### config.mk
export PLATFORM = sky130hd
export DESIGN_NAME = ret_front_ctl
export DESIGN_NICKNAME = d
export VERILOG_FILES = /design/src/rtl/fe_pkg.sv /design/src/rtl/ret_hazard_unit.sv /design/src/rtl/fetch_pc_mux.sv /design/src/rtl/front_regs.sv /design/src/rtl/ret_front_ctl.sv
export SDC_FILE = /design/constraint.sdc
export NUM_CORES = 1
export LEC_CHECK = 0
export BUFFER_PORTS_ARGS = -buffer_cell sky130_fd_sc_hd__buf_2
export CAP_MARGIN = 20
export CELL_PAD_IN_SITES_DETAIL_PLACEMENT = 0
export CELL_PAD_IN_SITES_GLOBAL_PLACEMENT = 1
export CORE_ASPECT_RATIO = 0.6
export CORE_MARGIN = 2
export CORE_UTILIZATION = 29
export DETAILED_ROUTE_END_ITERATION = 16
export GPL_TIMING_DRIVEN = 0
export PLACE_DENSITY_LB_ADDON = 0.1
export SKIP_LAST_GASP = 1
export SLEW_MARGIN = 20
export SYNTH_ARGS = -nofsm -noshare
export SYNTH_HDL_FRONTEND = slang
export SYNTH_SLANG_ARGS = --single-unit
### constraint.sdc
create_clock -name clk -period 2 [get_ports clk]
set_clock_uncertainty 0.05 [all_clocks]
set_input_delay 0.4 -clock clk [delete_from_list [all_inputs] [get_ports clk]]
set_output_delay 0.4 -clock clk [all_outputs]
set_load 0.02 [all_outputs]
### src/rtl/fe_pkg.sv
package fe_pkg;
  localparam int ICODE_W = 4;
  localparam int REG_W   = 4;

  typedef logic [ICODE_W-1:0] icode_t;
  typedef logic [REG_W-1:0]   regid_t;

  localparam icode_t IC_NOP  = 4'h1;
  localparam icode_t IC_LOAD = 4'h5;
  localparam icode_t IC_RET  = 4'h9;
  localparam regid_t REG_NONE = 4'hF;

  function automatic logic is_ret(input icode_t c);
    return c == IC_RET;
  endfunction
endpackage

### src/rtl/ret_hazard_unit.sv
module ret_hazard_unit
  import fe_pkg::*;
#(
  parameter int N_WATCH = 3
) (
  input  icode_t watch_icode [N_WATCH],
  output logic   hazard,
  output logic   stall_f,
  output logic   bubble_d
);
  logic [N_WATCH-1:0] stage_hit;

  for (genvar g = 0; g < N_WATCH; g++) begin : g_watch
    assign stage_hit[g] = is_ret(watch_icode[g]);
  end

  assign hazard   = |stage_hit;
  assign stall_f  = hazard;
  assign bubble_d = hazard;
endmodule

### src/rtl/fetch_pc_mux.sv
module fetch_pc_mux
  import fe_pkg::*;
#(
  parameter int PC_W = 32
) (
  input  icode_t          w_icode,
  input  logic [PC_W-1:0] w_valm,
  input  logic [PC_W-1:0] pred_q,
  output logic            redirect,
  output logic [PC_W-1:0] fetch_pc
);
  function automatic logic [PC_W-1:0] pick_pc(input logic sel_mem,
                                              input logic [PC_W-1:0] mem_val,
                                              input logic [PC_W-1:0] pred);
    return sel_mem ? mem_val : pred;
  endfunction

  assign redirect = is_ret(w_icode);
  assign fetch_pc = pick_pc(redirect, w_valm, pred_q);
endmodule

### src/rtl/front_regs.sv
module front_regs
  import fe_pkg::*;
#(
  parameter int PC_W = 32
) (
  input  logic            clk,
  input  logic            rst_n,
  input  logic            stall_f,
  input  logic            bubble_d,
  input  logic [PC_W-1:0] pred_in,
  input  icode_t          icode_in,
  input  regid_t          dst_e_in,
  input  regid_t          dst_m_in,
  output logic [PC_W-1:0] pred_q,
  output icode_t          d_icode,
  output regid_t          d_dst_e,
  output regid_t          d_dst_m
);
  always_ff @(posedge clk) begin
    if (!rst_n)        pred_q <= '0;
    else if (!stall_f) pred_q <= pred_in;
  end

  always_ff @(posedge clk) begin
    if (!rst_n || bubble_d) begin
      d_icode <= IC_NOP;
      d_dst_e <= REG_NONE;
      d_dst_m <= REG_NONE;
    end else begin
      d_icode <= icode_in;
      d_dst_e <= dst_e_in;
      d_dst_m <= dst_m_in;
    end
  end

  p_stall_hold_r4: assert property (@(posedge clk) disable iff (!rst_n)
    stall_f |=> pred_q == $past(pred_q));

  p_bubble_nop_r5: assert property (@(posedge clk) disable iff (!rst_n)
    bubble_d |=> (d_icode == IC_NOP && d_dst_e == REG_NONE && d_dst_m == REG_NONE));
endmodule

### src/rtl/ret_front_ctl.sv
module ret_front_ctl
  import fe_pkg::*;
#(
  parameter int PC_W = 32
) (
  input  logic            clk,
  input  logic            rst_n,
  input  logic [PC_W-1:0] fetch_pred_pc,
  input  logic [3:0]      fetch_icode,
  input  logic [3:0]      fetch_dst_e,
  input  logic [3:0]      fetch_dst_m,
  input  logic [3:0]      e_icode,
  input  logic [3:0]      m_icode,
  input  logic [3:0]      w_icode,
  input  logic [PC_W-1:0] w_valm,
  output logic [PC_W-1:0] fetch_pc,
  output logic            stall_f,
  output logic            bubble_d,
  output logic [3:0]      d_icode,
  output logic [3:0]      d_dst_e,
  output logic [3:0]      d_dst_m
);
  localparam int N_WATCH = 3;

  logic [PC_W-1:0] pred_q;
  logic            hazard;
  logic            redirect;
  icode_t          watch [N_WATCH];

  assign watch[0] = d_icode;
  assign watch[1] = e_icode;
  assign watch[2] = m_icode;

  ret_hazard_unit #(.N_WATCH(N_WATCH)) u_hazard (
    .watch_icode (watch),
    .hazard      (hazard),
    .stall_f     (stall_f),
    .bubble_d    (bubble_d)
  );

  fetch_pc_mux #(.PC_W(PC_W)) u_pcmux (
    .w_icode  (w_icode),
    .w_valm   (w_valm),
    .pred_q   (pred_q),
    .redirect (redirect),
    .fetch_pc (fetch_pc)
  );

  front_regs #(.PC_W(PC_W)) u_regs (
    .clk      (clk),
    .rst_n    (rst_n),
    .stall_f  (stall_f),
    .bubble_d (bubble_d),
    .pred_in  (fetch_pred_pc),
    .icode_in (fetch_icode),
    .dst_e_in (fetch_dst_e),
    .dst_m_in (fetch_dst_m),
    .pred_q   (pred_q),
    .d_icode  (d_icode),
    .d_dst_e  (d_dst_e),
    .d_dst_m  (d_dst_m)
  );

  p_ret_in_d_stalls_r2: assert property (@(posedge clk) disable iff (!rst_n)
    (d_icode == IC_RET) |-> (stall_f && bubble_d));

  p_w_ret_no_stall_r3: assert property (@(posedge clk) disable iff (!rst_n)
    (w_icode == IC_RET && d_icode != IC_RET && e_icode != IC_RET && m_icode != IC_RET)
      |-> (!stall_f && !bubble_d));

  p_redirect_r6: assert property (@(posedge clk) disable iff (!rst_n)
    (w_icode == IC_RET) |-> (fetch_pc == w_valm));

  p_load_no_redirect_r7: assert property (@(posedge clk) disable iff (!rst_n)
    (w_icode == IC_LOAD) |-> (fetch_pc == pred_q && !redirect));

  p_hazard_consistent_r2: assert property (@(posedge clk) disable iff (!rst_n)
    hazard |-> (stall_f && bubble_d));
endmodule

==> key figures, run 1 <==
Status
  • Status: finished with violations
  • Violated checks: negative setup slack

STA
  • RSZ-0062 raised after global routing: yes
  • Setup TNS: -1900 ps
  • Rel. slew slack: 69.1%
  • Final Hold Viols: 0
  • Slew Viols, Final: 0
  • FMAX: 480 MHz
  • Measured slew at the worst slew-check pin: 464 ps
  • Tcrit/Tclk final: 104%
  • Setup ws final: -82.2 ps
  • Final min period: 2080 ps
  • Final setup vio count: 32

Clocking
  • H-tree depth: 2
  • Clock Latency Late Sink: 280 ps
  • TritonCTS Buffers: 5
  • Maximum root-to-sink buffer count: 2
  • Clock sinks: 44
  • Root buf cell: clkbuf_16
  • CTS tree: yes
  • Clock slew seen by the registers of the worst setup and hold paths: 60 ps
  • Post-CTS Hold Buffers: 0

Power and ir drop
  • Maximum VDD drop: 0.305 mV
  • Static leakage: 1.73 nW
  • Power Dens Cells: 740 nW/um^2

Floorplanning
  • Die Wd: 112 um
  • Core Footprint: 6760 um^2
  • Starting Density: 30.3%
  • Die height: 69.1 um
  • Die area: 7770 um^2
  • Core Rows: 23
  • IO Count: 136

Worst setup path
  • FF-to-FF setup slack: 380 ps
  • CP Cell Sequence: buf_6 > nor4bb_2 > buf_4 > buf_8 > mux2_2 > buf_2
  • Crit path kind: in -> out
  • Slowest CP cell: mux2_2
  • Startpoint types: input port
  • CP Capture Type: output port
  • Crit-path max cell delay: 330 ps
  • Arr. time, crit path: 1630 ps
  • Peak fanout along the critical path: 10
  • CP Data Required Time: 1550 ps

Yosys
  • Mapped Cells: 210
  • Post-Syn Area: 2050 um^2
  • Number of synthesized register bits: 44
  • Post-synth top area share: 43.0%
  • Syn avg cell area: 9.75 um^2
  • Largest cells by area after synthesis: dfxtp_1 (43%), mux2_2 (16%), mux2i_1 (16%)
  • Yosys warns: 0
  • Seq/Total Area, Yosys: 43.0%
  • Distinct cells, synth: 18
  • Cell taking the most area after synthesis: dfxtp_1
  • Post-synthesis net count: 300

Route
  • 1st-iter DRT viols: 29
  • Average via count per standard cell: 4.35
  • Antenna Nets Post-Route: 0
  • DRC viols: 0
  • First-pass DRT Iterations: 4
  • Wire per inst: 12.9 um
  • Total routed wirelength: 5.75 mm
  • Via count: 1939

Global route
  • Largest net degree at the start of global routing: 13
  • Initial antenna violation count: 0
  • First-pass GRT wire length: 9.17 mm
  • All-layer global routing usage: 14.4%
  • Vias in the first global route: 1926
  • Global route overflow: 0

Placed design
  • I/O Buffers: 135
  • Pre-CTS setup slack: -314 ps
  • HPWL Detailed: 4.36 mm
  • GP Congestion: 0.706
  • Placed cells: 432

Flow run
  • Max Cap Viol: 0

Finish
  • Layout cells sized above 1: 55.2%
  • Fin cells: 446
  • Final net count: 449
  • Area Growth Syn to Fin: 57.8%
  • # diodes: 0
  • Most common cell after layout, fill and taps aside: buf_2
  • Commonest non-fill, non-tap cells in the layout: buf_2 (124), nand2_1 (64), dfxtp_1 (44)

Hold path
  • HP Class: in -> reg
==> routing by layer <==
| metal | vias to the layer above | track usage (%) | routed length (um) |
|---|---|---|---|
| met5 | - | 0 | 0 |
| met4 | 0 | 3.66 | 44 |
| met3 | 5 | 4.75 | 486 |
| met2 | 75 | 20.7 | 2280 |
| met1 | 871 | 20.7 | 2940 |
| li1 | 988 | - | - |
==> timing repair <==
action / 4_1_cts / 5_1_grt
cloned: 0 / 1
gates resized for setup: 10 / 41
buffers inserted: 4 / 2
setup endpoints to repair: 32 / 33
pin swaps: 1 / 3
==> final cells by class <==
| type | count | area [um^2] |
|---|---|---|
| inverters | 4 | 15.0 |
| multi-input cells | 146 | 1120 |
| clock buffers | 7 | 153 |
| plain buffers | 16 | 124 |
| flip-flops and latches | 44 | 881 |
| fillers | 665 | 3530 |
| repair buffers | 142 | 831 |
| well taps | 87 | 109 |
==> cell families (layout without fill, tap and decap cells) <==
kind of cell,Yosys count,in the layout,share of synthesized area [%]
and+or+nand+nor,82,82,19.2
DFF,44,44,43.0
muxes,64,64,33.2
buffers and inverters,20,169,4.58
==> synthesized netlist by cell type <==
| cell | instances |
|---|---|
| mux2i_1 | 32 |
| and4bb_4 | 2 |
| nor4bb_1 | 1 |
| mux2_1 | 2 |
| nand2_1 | 64 |
| dfxtp_1 | 44 |
| clkbuf_1 | 8 |
| nor3_4 | 1 |
| mux2_2 | 30 |
| or2_1 | 7 |
| nor2_1 | 3 |
| and4bb_2 | 1 |
| or2_2 | 2 |
| buf_6 | 1 |
| buf_2 | 6 |
| inv_1 | 4 |
| or4b_4 | 1 |
| buf_4 | 1 |
==> registers in the layout, summed over array words and instances (netlist names) <==
signal / count
u_regs.d_dst_e: 4
u_regs.d_dst_m: 4
u_regs.d_icode: 4
u_regs.pred_q: 32
==> worst max-delay path, delay by kind of cell <==
kind / cells / cell delay (ps)
buf+inv: 4 / 640
mux: 1 / 330
simple gates: 1 / 260
==> final timing paths <==
| kind | from | cells past startpoint | to |
|---|---|---|---|
| max | w_icode[1] | 6 | fetch_pc[13] |
| max reg2reg | u_regs.d_icode[1]$_SDFF_PP0_ | 4 | u_regs.d_dst_m[3]$_SDFF_PP1_ |
| min | fetch_dst_m[2] | 2 | u_regs.d_dst_m[2]$_SDFF_PP1_ |
| min reg2reg | u_regs.pred_q[20]$_SDFFE_PN0N_ | 2 | u_regs.pred_q[20]$_SDFFE_PN0N_ |
==> through the flow <==
step           utilization (%)  hold slack, ps  power, mW  cell area (um^2)
5_1_grt                   47.8             240       2.51              3230
4_1_cts                   45.1             240       2.38              3050
6_report                  47.8             247       2.39              3230
2_1_floorplan                -             381       1.31              2050
3_5_place_dp              41.9             400       1.50              2840
3_3_place_gp              41.9             394       1.50              2840
==> where the power goes <==
part           internal, mW  total (mW)  switching (mW)  leakage (nW)
registers             0.947       0.980          0.0339         0.366
logic                 0.295       0.568           0.273          1.29
clock network         0.524       0.844           0.320        0.0760
Note: power is estimated with default switching activity, not from simulation.
==> run 2: changes to the inputs <==
CORE_ASPECT_RATIO = not set   (was 0.6)
RECOVER_POWER = 25   (was not set)
==> run 2 against run 1 <==
Sequential power hardly changed. Critical endpoint is now fetch_pc[21]. First-iteration DRC count is 110% higher. Largest cell class unchanged. Cell count is 1.8% higher. The flow still finishes with violations (negative setup slack).
==> key figures, run 2 (synthesis results as in run 1) <==
Power and ir drop
  • Tot Pwr: 2.48 mW
  • Psw: 617 uW
  • Comb pwr share: 22.7%
  • Static leakage: 1.70 nW
  • Pint: 1.86 mW
  • Maximum VDD drop: 0.322 mV
  • Clk pwr share: 37.9%
  • Reg power frac: 39.5%
  • Sw Share: 24.9%
  • Power Dens Cells: 767 nW/um^2

Clocking
  • Root buf cell: clkbuf_8
  • H-tree depth: 2
  • TritonCTS Buffers: 5
  • Maximum root-to-sink buffer count: 2
  • Post-CTS Hold Buffers: 0
  • Clock sinks: 44
  • Clock slew seen by the registers of the worst setup and hold paths: 90 ps
  • Clock Latency Late Sink: 300 ps
  • CTS tree: yes

STA
  • Slew Viols, Final: 0
  • Setup ws final: -54.2 ps
  • Final Hold Viols: 0
  • RSZ-0062 raised after global routing: yes
  • Tcrit/Tclk final: 103%
  • Final setup vio count: 22
  • Measured slew at the worst slew-check pin: 465 ps
  • Rel. slew slack: 69.0%
  • FMAX: 487 MHz
  • Setup TNS: -929 ps
  • Hold slack: 223 ps
  • Final min period: 2050 ps

Global route
  • Global route overflow: 0
  • First-pass GRT wire length: 7.90 mm
  • All-layer global routing usage: 13.1%
  • Initial antenna violation count: 0
  • Vias in the first global route: 1735
  • Largest net degree at the start of global routing: 15

Placed design
  • Pre-CTS setup slack: -297 ps
  • GP Congestion: 0.686
  • HPWL Detailed: 4.09 mm
  • I/O Buffers: 135

Finish
  • Max FFs per register: 32
  • # diodes: 0
  • Most common cell after layout, fill and taps aside: buf_2
  • Final net count: 447
  • Area occupied by registers: 883 um^2
  • Fill cells: 718
  • Layout cells sized above 1: 52.0%
  • Area Growth Syn to Fin: 57.7%
  • Multi-input gate area: 1120 um^2
  • Biggest register: u_regs.pred_q
  • Commonest non-fill, non-tap cells in the layout: buf_2 (110), nand2_1 (64), dfxtp_1 (42)

Floorplanning
  • Die height: 88.0 um
  • Core Rows: 30
  • Core Footprint: 6830 um^2
  • Starting Density: 30.0%
  • Die Wd: 88.0 um
  • IO Count: 136
  • Die area: 7750 um^2

Worst setup path
  • CP Data Required Time: 1550 ps
  • Number of cells on the worst reg-to-reg path: 4
  • CP Capture Type: output port
  • FF-to-FF Start: u_regs.d_icode[1]$_SDFF_PP0_
  • Startpoint types: input port
  • R2r endpoint: u_regs.d_dst_m[1]$_SDFF_PP1_
  • FF-to-FF setup slack: 390 ps
  • Arr. time, crit path: 1600 ps
  • Peak fanout along the critical path: 10
  • Crit path kind: in -> out

Route
  • 1st-iter DRT viols: 62
  • Antenna Nets Post-Route: 0
  • Via count: 1906
  • Average via count per standard cell: 4.20
  • DRC viols: 0
  • First-pass DRT Iterations: 4
  • Total routed wirelength: 5.43 mm
  • Wire per inst: 12.0 um

Hold path
  • HP Class: in -> reg
  • Hold path cells: 2
  • Worst hold start: fetch_dst_e[3]
  • Worst Hold Path EP: u_regs.d_dst_e[3]$_SDFF_PP1_

Flow run
  • Max Cap Viol: 0

Status
  • Violated checks: negative setup slack
  • Status: finished with violations
[run 2: metal layers]
layer / wire [um] / vias to the layer above / track usage [%] / share of wire (%)
met5: 0 / - / 0 / 0
met4: 57 / 0 / 3.72 / 1.1
met3: 497 / 6 / 4.24 / 9.2
met2: 2560 / 80 / 22.3 / 47
met1: 2320 / 835 / 15.8 / 43
li1: - / 985 / - / -
[run 2: power groups by stage]
stage	clock, mW	combinational, mW	sequential, mW
global placement	0	0.500	0.997
floorplan	0	0.300	1.01
CTS	0.962	0.519	0.977
finish	0.938	0.562	0.978
detailed placement	0	0.505	0.997
global route	1.00	0.610	0.986
[run 2: final cells by class]
| cell class | instances | share of cell area [%] |
|---|---|---|
| Clock inverter | 3 | 2.79 |
| Timing Repair Buffer | 140 | 25.0 |
| Sequential cell | 44 | 27.4 |
| Inverter | 4 | 0.465 |
| Tap cell | 96 | 3.72 |
| Multi-Input combinational cell | 146 | 34.8 |
| Clock buffer | 5 | 2.13 |
| Buffer | 16 | 3.84 |
[run 2: stage by stage]
step	area, um^2	cells	utilization [%]
final	3230	454	47.3
after global routing	3230	454	47.3
after CTS	3060	452	44.8
after detailed placement	2850	441	41.7
after global placement	2850	441	41.7
after floorplan	2050	210	-
[run 2: how the worst max path moves through the flow]
stage | startpoint | to | slack (ps) | depth (start not counted)
finish | w_icode[2] | fetch_pc[21] | -50 | 6
global route | w_icode[2] | fetch_pc[21] | -100 | 6
CTS | w_icode[2] | fetch_pc[17] | -80 | 6
detailed placement | w_icode[2] | fetch_pc[0] | -300 | 6
global placement | w_icode[2] | fetch_pc[0] | -290 | 6
floorplan | u_regs.d_icode[2]$_SDFF_PP0_ | stall_f | 70 | 5
[run 2: critical path, stage by stage]
cell	delay, ps
buf_6	90
nor4bb_4	290
buf_6	180
buf_6	150
mux2_2	330
buf_2	160
[run 2: what timing repair did]
action	CTS	global route
setup endpoints to repair	32	33
buffers inserted	3	1
gates cloned	0	1
resized for setup	10	45
pin swaps	1	2
